==> src/rtl/srx_pkg.sv <==
package srx_pkg;

  localparam int NUM_SIZES = 3;
  localparam int BASE_W    = 8;

  typedef enum logic [2:0] {
    OP_ASR  = 3'd0,
    OP_ASL  = 3'd1,
    OP_LSR  = 3'd2,
    OP_LSL  = 3'd3,
    OP_ROXR = 3'd4,
    OP_ROXL = 3'd5,
    OP_ROR  = 3'd6,
    OP_ROL  = 3'd7
  } shop_e;

  typedef struct packed {
    logic x;
    logic n;
    logic z;
    logic v;
    logic c;
  } ccr_t;

  // Width of the size with index idx: 8, 16, 32 ...
  function automatic int size_bits(input int idx);
    return BASE_W << idx;
  endfunction

  // Size code to index; codes past the last size use the widest
  function automatic int size_index(input logic [1:0] code);
    if (int'(code) < NUM_SIZES) return int'(code);
    return NUM_SIZES - 1;
  endfunction

endpackage

==> src/rtl/srx_core.sv <==
module srx_core
  import srx_pkg::*;
#(
  parameter int W     = 8,
  parameter int CNT_W = 6
) (
  input  logic [W-1:0]     a,
  input  logic [CNT_W-1:0] cnt,
  input  shop_e            op,
  input  logic             x_in,
  output logic [W-1:0]     res,
  output logic             c_out,
  output logic             x_out,
  output logic             v_out
);

  localparam int KW = $clog2(W);
  localparam int LW = W + 1;

  logic             nz;
  logic             wide;
  logic [CNT_W-1:0] cm1;
  logic [KW-1:0]    k;
  logic [CNT_W-1:0] kx;
  logic [W-1:0]     shl, shr, sar;
  logic [W-1:0]     shl_p, shr_p, sar_p;
  logic [W-1:0]     rol, ror;
  logic [W-1:0]     top_m, top_b;
  logic             asl_v;
  logic [LW-1:0]    loop_v, loop_l, loop_r;

  // Count decode
  always_comb begin
    nz   = |cnt;
    wide = int'(cnt) >= W;
    cm1  = cnt - CNT_W'(1);
    k    = cnt[KW-1:0];
    kx   = CNT_W'(int'(cnt) % LW);
  end

  // Barrel shifts; the one-short versions expose the last bit out
  always_comb begin
    shl   = a << cnt;
    shr   = a >> cnt;
    sar   = W'($signed(a) >>> cnt);
    shl_p = a << cm1;
    shr_p = a >> cm1;
    sar_p = W'($signed(a) >>> cm1);
  end

  // Plain rotates inside the size width
  always_comb begin
    rol = (a << k) | (a >> (W - int'(k)));
    ror = (a >> k) | (a << (W - int'(k)));
  end

  // Extend loop: X sits above the operand
  always_comb begin
    loop_v = {x_in, a};
    loop_l = (loop_v << kx) | (loop_v >> (LW - int'(kx)));
    loop_r = (loop_v >> kx) | (loop_v << (LW - int'(kx)));
  end

  // Overflow for left arithmetic: the top cnt+1 bits must agree,
  // and once the count reaches W a zero reaches the sign position
  always_comb begin
    top_m = ~({W{1'b1}} >> (int'(cnt) + 1));
    top_b = a & top_m;
    if (!nz)
      asl_v = 1'b0;
    else if (wide)
      asl_v = |a;
    else
      asl_v = (|top_b) && (top_b != top_m);
  end

  always_comb begin
    res   = a;
    c_out = 1'b0;
    x_out = x_in;
    v_out = 1'b0;
    unique case (op)
      OP_ASL, OP_LSL: begin
        res = shl;
        if (nz) begin
          c_out = shl_p[W-1];
          x_out = shl_p[W-1];
        end
        if (op == OP_ASL) v_out = asl_v;
      end
      OP_LSR: begin
        res = shr;
        if (nz) begin
          c_out = shr_p[0];
          x_out = shr_p[0];
        end
      end
      OP_ASR: begin
        res = sar;
        if (nz) begin
          c_out = sar_p[0];
          x_out = sar_p[0];
        end
      end
      OP_ROL: begin
        res = rol;
        if (nz) c_out = rol[0];
      end
      OP_ROR: begin
        res = ror;
        if (nz) c_out = ror[W-1];
      end
      OP_ROXL: begin
        res   = loop_l[W-1:0];
        x_out = loop_l[W];
        c_out = loop_l[W];
      end
      OP_ROXR: begin
        res   = loop_r[W-1:0];
        x_out = loop_r[W];
        c_out = loop_r[W];
      end
      default: ;
    endcase
  end

endmodule

==> src/rtl/srx_flag_reg.sv <==
module srx_flag_reg
  import srx_pkg::*;
(
  input  logic clk,
  input  logic rst_n,
  input  logic load,
  input  ccr_t d,
  output ccr_t q
);

  always_ff @(posedge clk or negedge rst_n) begin
    if (!rst_n)    q <= '0;
    else if (load) q <= d;
  end

  AST_FLAGS_HOLD: assert property (@(posedge clk) disable iff (!rst_n)
    !load |=> q == $past(q));

endmodule

==> src/rtl/srx_unit.sv <==
module srx_unit
  import srx_pkg::*;
#(
  parameter int CNT_W = 6
) (
  input  logic                                  clk,
  input  logic                                  rst_n,
  input  logic                                  upd_valid,
  input  logic [size_bits(NUM_SIZES-1)-1:0]     opnd,
  input  logic [CNT_W-1:0]                      amount,
  input  logic [1:0]                            size_sel,
  input  logic [2:0]                            op_sel,
  input  logic                                  x_cur,
  output logic [size_bits(NUM_SIZES-1)-1:0]     res,
  output logic                                  flg_x,
  output logic                                  flg_n,
  output logic                                  flg_z,
  output logic                                  flg_v,
  output logic                                  flg_c
);

  localparam int DW = size_bits(NUM_SIZES - 1);

  logic [DW-1:0]        res_arr [NUM_SIZES];
  logic [NUM_SIZES-1:0] c_arr, x_arr, v_arr, n_arr, z_arr;
  int                   sidx;
  ccr_t                 nxt, cur;
  shop_e                op_t;

  assign op_t = shop_e'(op_sel);

  for (genvar g = 0; g < NUM_SIZES; g++) begin : g_size
    localparam int          W    = size_bits(g);
    localparam logic [DW-1:0] LOWM = (DW'(1) << W) - DW'(1);
    logic [W-1:0] r;

    srx_core #(.W(W), .CNT_W(CNT_W)) u_core (
      .a     (opnd[W-1:0]),
      .cnt   (amount),
      .op    (op_t),
      .x_in  (x_cur),
      .res   (r),
      .c_out (c_arr[g]),
      .x_out (x_arr[g]),
      .v_out (v_arr[g])
    );

    assign res_arr[g] = (opnd & ~LOWM) | DW'(r);
    assign n_arr[g]   = r[W-1];
    assign z_arr[g]   = ~|r;
  end

  always_comb begin
    sidx  = size_index(size_sel);
    res   = res_arr[sidx];
    nxt.x = x_arr[sidx];
    nxt.n = n_arr[sidx];
    nxt.z = z_arr[sidx];
    nxt.v = v_arr[sidx];
    nxt.c = c_arr[sidx];
  end

  srx_flag_reg u_flags (
    .clk   (clk),
    .rst_n (rst_n),
    .load  (upd_valid),
    .d     (nxt),
    .q     (cur)
  );

  assign flg_x = cur.x;
  assign flg_n = cur.n;
  assign flg_z = cur.z;
  assign flg_v = cur.v;
  assign flg_c = cur.c;

  logic is_shift, is_rox, is_rot;
  assign is_shift = ~op_sel[2];
  assign is_rox   = op_sel[2:1] == 2'b10;
  assign is_rot   = op_sel[2:1] == 2'b11;

  AST_ZERO_SHIFT_FLAGS: assert property (@(posedge clk) disable iff (!rst_n)
    upd_valid && is_shift && amount == '0 |=>
      flg_x == $past(x_cur) && !flg_v && !flg_c);

  AST_ROX_ZERO_TAKES_X: assert property (@(posedge clk) disable iff (!rst_n)
    upd_valid && is_rox && amount == '0 |=>
      flg_c == $past(x_cur) && flg_x == $past(x_cur));

  AST_ROT_KEEPS_X: assert property (@(posedge clk) disable iff (!rst_n)
    upd_valid && is_rot |=> flg_x == $past(x_cur));

  AST_ONLY_ASL_OVERFLOWS: assert property (@(posedge clk) disable iff (!rst_n)
    upd_valid && op_t != OP_ASL |=> !flg_v);

  AST_SHIFT_X_TRACKS_C: assert property (@(posedge clk) disable iff (!rst_n)
    upd_valid && is_shift && amount != '0 |=> flg_x == flg_c);

endmodule

==> config.mk <==
export PLATFORM = sky130hd
export DESIGN_NAME = srx_unit
export DESIGN_NICKNAME = d
export VERILOG_FILES = /design/src/rtl/srx_pkg.sv /design/src/rtl/srx_core.sv /design/src/rtl/srx_flag_reg.sv /design/src/rtl/srx_unit.sv
export SDC_FILE = /design/constraint.sdc
export NUM_CORES = 2
export LEC_CHECK = 0
export BUFFER_PORTS_ARGS = -buffer_cell sky130_fd_sc_hd__buf_2
export CAP_MARGIN = 30
export CELL_PAD_IN_SITES_DETAIL_PLACEMENT = 1
export CELL_PAD_IN_SITES_GLOBAL_PLACEMENT = 1
export CORE_MARGIN = 1
export CORE_UTILIZATION = 35
export CTS_CLUSTER_DIAMETER = 30
export CTS_CLUSTER_SIZE = 24
export DETAILED_ROUTE_END_ITERATION = 8
export PLACE_DENSITY_LB_ADDON = 0.1
export SLEW_MARGIN = 30
export SYNTH_ARGS = -nofsm -noshare
export SYNTH_HDL_FRONTEND = slang
export SYNTH_SLANG_ARGS = --single-unit
==> constraint.sdc <==
create_clock -name clk -period 26.6 [get_ports clk]
set_input_delay 5.32 -clock clk [delete_from_list [all_inputs] [get_ports clk]]
set_output_delay 5.32 -clock clk [all_outputs]
set_load 0.1 [all_outputs]
==> flow_metrics.tcl <==
set metrics [dict create \
    ant_nets 0 \
    clk_path_buf_depth 2 \
    finalNetCount 3927 \
    dieArea_um2 78700 \
    yosysTopAreaCell "mux4_2" \
    clockPowerShare_pct 1.9 \
    min_from "u_flags.q[3]" \
    crit_top_cell "buf_4" \
    antenna_found_initial 34 \
    ys.flop_type "dfrtp_1" \
    critPathLaunchType "input port" \
    maxCapViolations 0 \
    dieHeight_um 280 \
    synth_edf_count 0 \
    status "finished clean" \
    critPathMaxStageDelay_ns 0.96 \
    syn-cell-area_um2 27100 \
    io_pins 84 \
    cts_setup_buffers 0 \
    fin_area_um2 28600 \
    relSlewSlack_pct 19.8 \
    synth_top_cell_area_share_pct 11.2 \
    setup_tns_ns 0 \
    path_delay_family "buffers and inverters" \
    fin_crit_sh_pct 74.7 \
    crit_type "in2out" \
    power.leakage_nw 9.78 \
    drc 0 \
    tightestPinTransition_ns 1.20 \
    min_to "u_flags.q[3]" \
    reg.largest.list "u_flags.q x5" \
    cts_buffers 3 \
    routedWlPerCell_um 47.4 \
    postSynthNetCount 4117 \
    drtIter0Drc 7518 \
    gp_congestion 1.15 \
    utilization_pct 37.4 \
    gr-usage-all-layers_pct 57.0 \
    yosys_warnings 0 \
    async_flop_share_pct 100 \
    critPathCaptureType "output port" \
    initial_core_util_pct 35.6 \
    dp_hpwl_um 169000 \
    num_vias 41000 \
    report.final.slew_viol_count 0 \
    io_buffers 83 \
    core_um2 76300 \
    power.switching_w 0.000921 \
    synth_seq_area_share_pct 0.461 \
    rsz0062_at_grt "no" \
    slowest_stage "nor3_1" \
    pwr-share-seq_pct 0.7 \
    row_count 101 \
    rrSetupSlack_ns 25.55 \
    max_freq_ghz 0.0503 \
    place_area_um2 28300 \
    p_per_area_nw_per_um2 45.1 \
    regMostFlops "u_flags.q" \
    die_x_um 280 \
    h-tree-depth 1 \
    crit_buf_inv 10 \
    hold_depth 1 \
    clock_skew_ns 0 \
    cts-resized-gates 0 \
    p_int_w 0.000367 \
    swShare_pct 71.5 \
    cts_sinks 5 \
    grt_pass1_vias 37700 \
    ys_types 135 \
    finalSetupViolCount 0 \
    root_buffer "clkbuf_16" \
    wl_um 232000 \
    finalCriticalPeriod_ns 19.87 \
    largest_reg_flops 5 \
    required_ns 21.28 \
    routed_via_density 8.36 \
    r2r_cells 2 \
    n_fill_cell 9762 \
    insertion_delay_ns 0.23 \
    netlist_instances 4040 \
    grt_pass1_wl_um 317000 \
    hold_class "reg2reg" \
    reg2reg_to "u_flags.q[4]" \
    drive_above_1_share_pct 17.4 \
    ir_worst_vdd_v 0.0000497 \
    synth_seq_cells 5 \
    clkTransAtPathRegs_ns 0.04 \
    grt_max_degree 81 \
    avgSynthCellArea_um2 6.72 \
    r2r_start "u_flags.q[4]" \
    finalHoldViolCount 0 \
    synthTopCellsByCount "nor2_1, nand2_1, a21oi_1" \
    hold_buffers 0 \
    pwr-share-comb_pct 97.3 \
    area_growth_pct 5.26 \
    crit_arrival_ns 14.55 \
    overflow 0 \
    crit_path_max_fanout 42 \
    cts_tree "built" \
    synthTopCellsByArea "mux4_2, mux2i_1, a21oi_1" \
    drt_pass1_iterations 8 \
    yosysMostFrequentCell "nor2_1" \
]
==> worst reg2reg max path, delay by kind of cell, from the launching register on <==
kind,cells,cell delay [ns]
AOI/OAI and AO/OA,1,0.37
DFF,1,0.36
and+or+nand+nor,1,0.17
==> power groups by stage <==
| stage | combinational, W | sequential [W] | clock (W) |
|---|---|---|---|
| after floorplan | 0.000723 | 0.0000168 | 0 |
| after global placement | 0.00116 | 0.00000936 | 0 |
| after detailed placement | 0.00116 | 0.00000933 | 0 |
| after CTS | 0.00117 | 0.00000926 | 0.0000255 |
| after global routing | 0.00125 | 0.00000934 | 0.0000260 |
| final | 0.00125 | 0.00000930 | 0.0000249 |
==> cell families (layout without fill, tap and decap cells) <==
family	after synthesis	count (layout)	share of synthesized area [%]
other cells	0	24	0
simple gates	1409	1409	24.5
buf+inv	523	332	8.49
compound gates	1628	1628	42.0
flops	5	5	0.461
fa+ha+maj	33	33	1.49
mux	422	422	22.3
xor+xnor	20	20	0.770
==> cell usage in the layout, fill, tap and decap left out, types with 44 or more instances in the layout <==
master    instances
nor3_1          123
o22ai_1         109
o221ai_1         65
a221oi_1         44
nand3_1         164
nor2_1          403
a22oi_1          65
nand2_1         406
mux2_2           98
a211oi_1         87
o211ai_1         97
a31oi_1          55
buf_2            81
o21ai_0         283
mux4_2          135
a21oi_1         312
mux2i_1         185
buf_4           182
==> routing by layer <==
layer	global-route usage [%]	up-vias	wire (um)
li1	-	15600	-
met2	78.1	4166	89200
met5	0	-	117
met1	69.8	20100	83900
met4	46.5	20	24300
met3	22.1	1163	34900
==> layout make-up <==
| type | instances | area (um2) | area share, % |
|---|---|---|---|
| Inverter | 62 | 235 | 0.823 |
| Antenna cell | 24 | 60.1 | 0.210 |
| Tap cell | 1030 | 1290 | 4.51 |
| Clock inverter | 1 | 5.00 | 0.0175 |
| Sequential cell | 5 | 125 | 0.438 |
| Timing Repair Buffer | 266 | 1810 | 6.32 |
| Clock buffer | 3 | 75.1 | 0.263 |
| Multi-Input combinational cell | 3512 | 25000 | 87.4 |
==> worst max-delay path by stage <==
stage	depth (start not counted)	to	startpoint
after detailed placement	29	res[7]	amount[2]
final	29	res[7]	amount[2]
after CTS	29	res[7]	amount[2]
after global routing	30	res[14]	amount[2]
after floorplan	34	res[13]	amount[0]
after global placement	30	res[2]	amount[2]
==> metrics by stage <==
stage | worst slack, ns | total power (W) | hold WS [ns] | instances
6_report | 6.73 | 0.00129 | 0.499 | 4903
5_1_grt | 6.54 | 0.00129 | 0.506 | 4880
4_1_cts | 6.87 | 0.00120 | 0.495 | 4877
3_5_place_dp | 6.87 | 0.00117 | 0.473 | 4873
3_3_place_gp | 7.00 | 0.00117 | 0.465 | 4869
2_1_floorplan | 7.17 | 0.000740 | 1.01 | 4040
No activity file was read; power rests on OpenSTA's default activity.
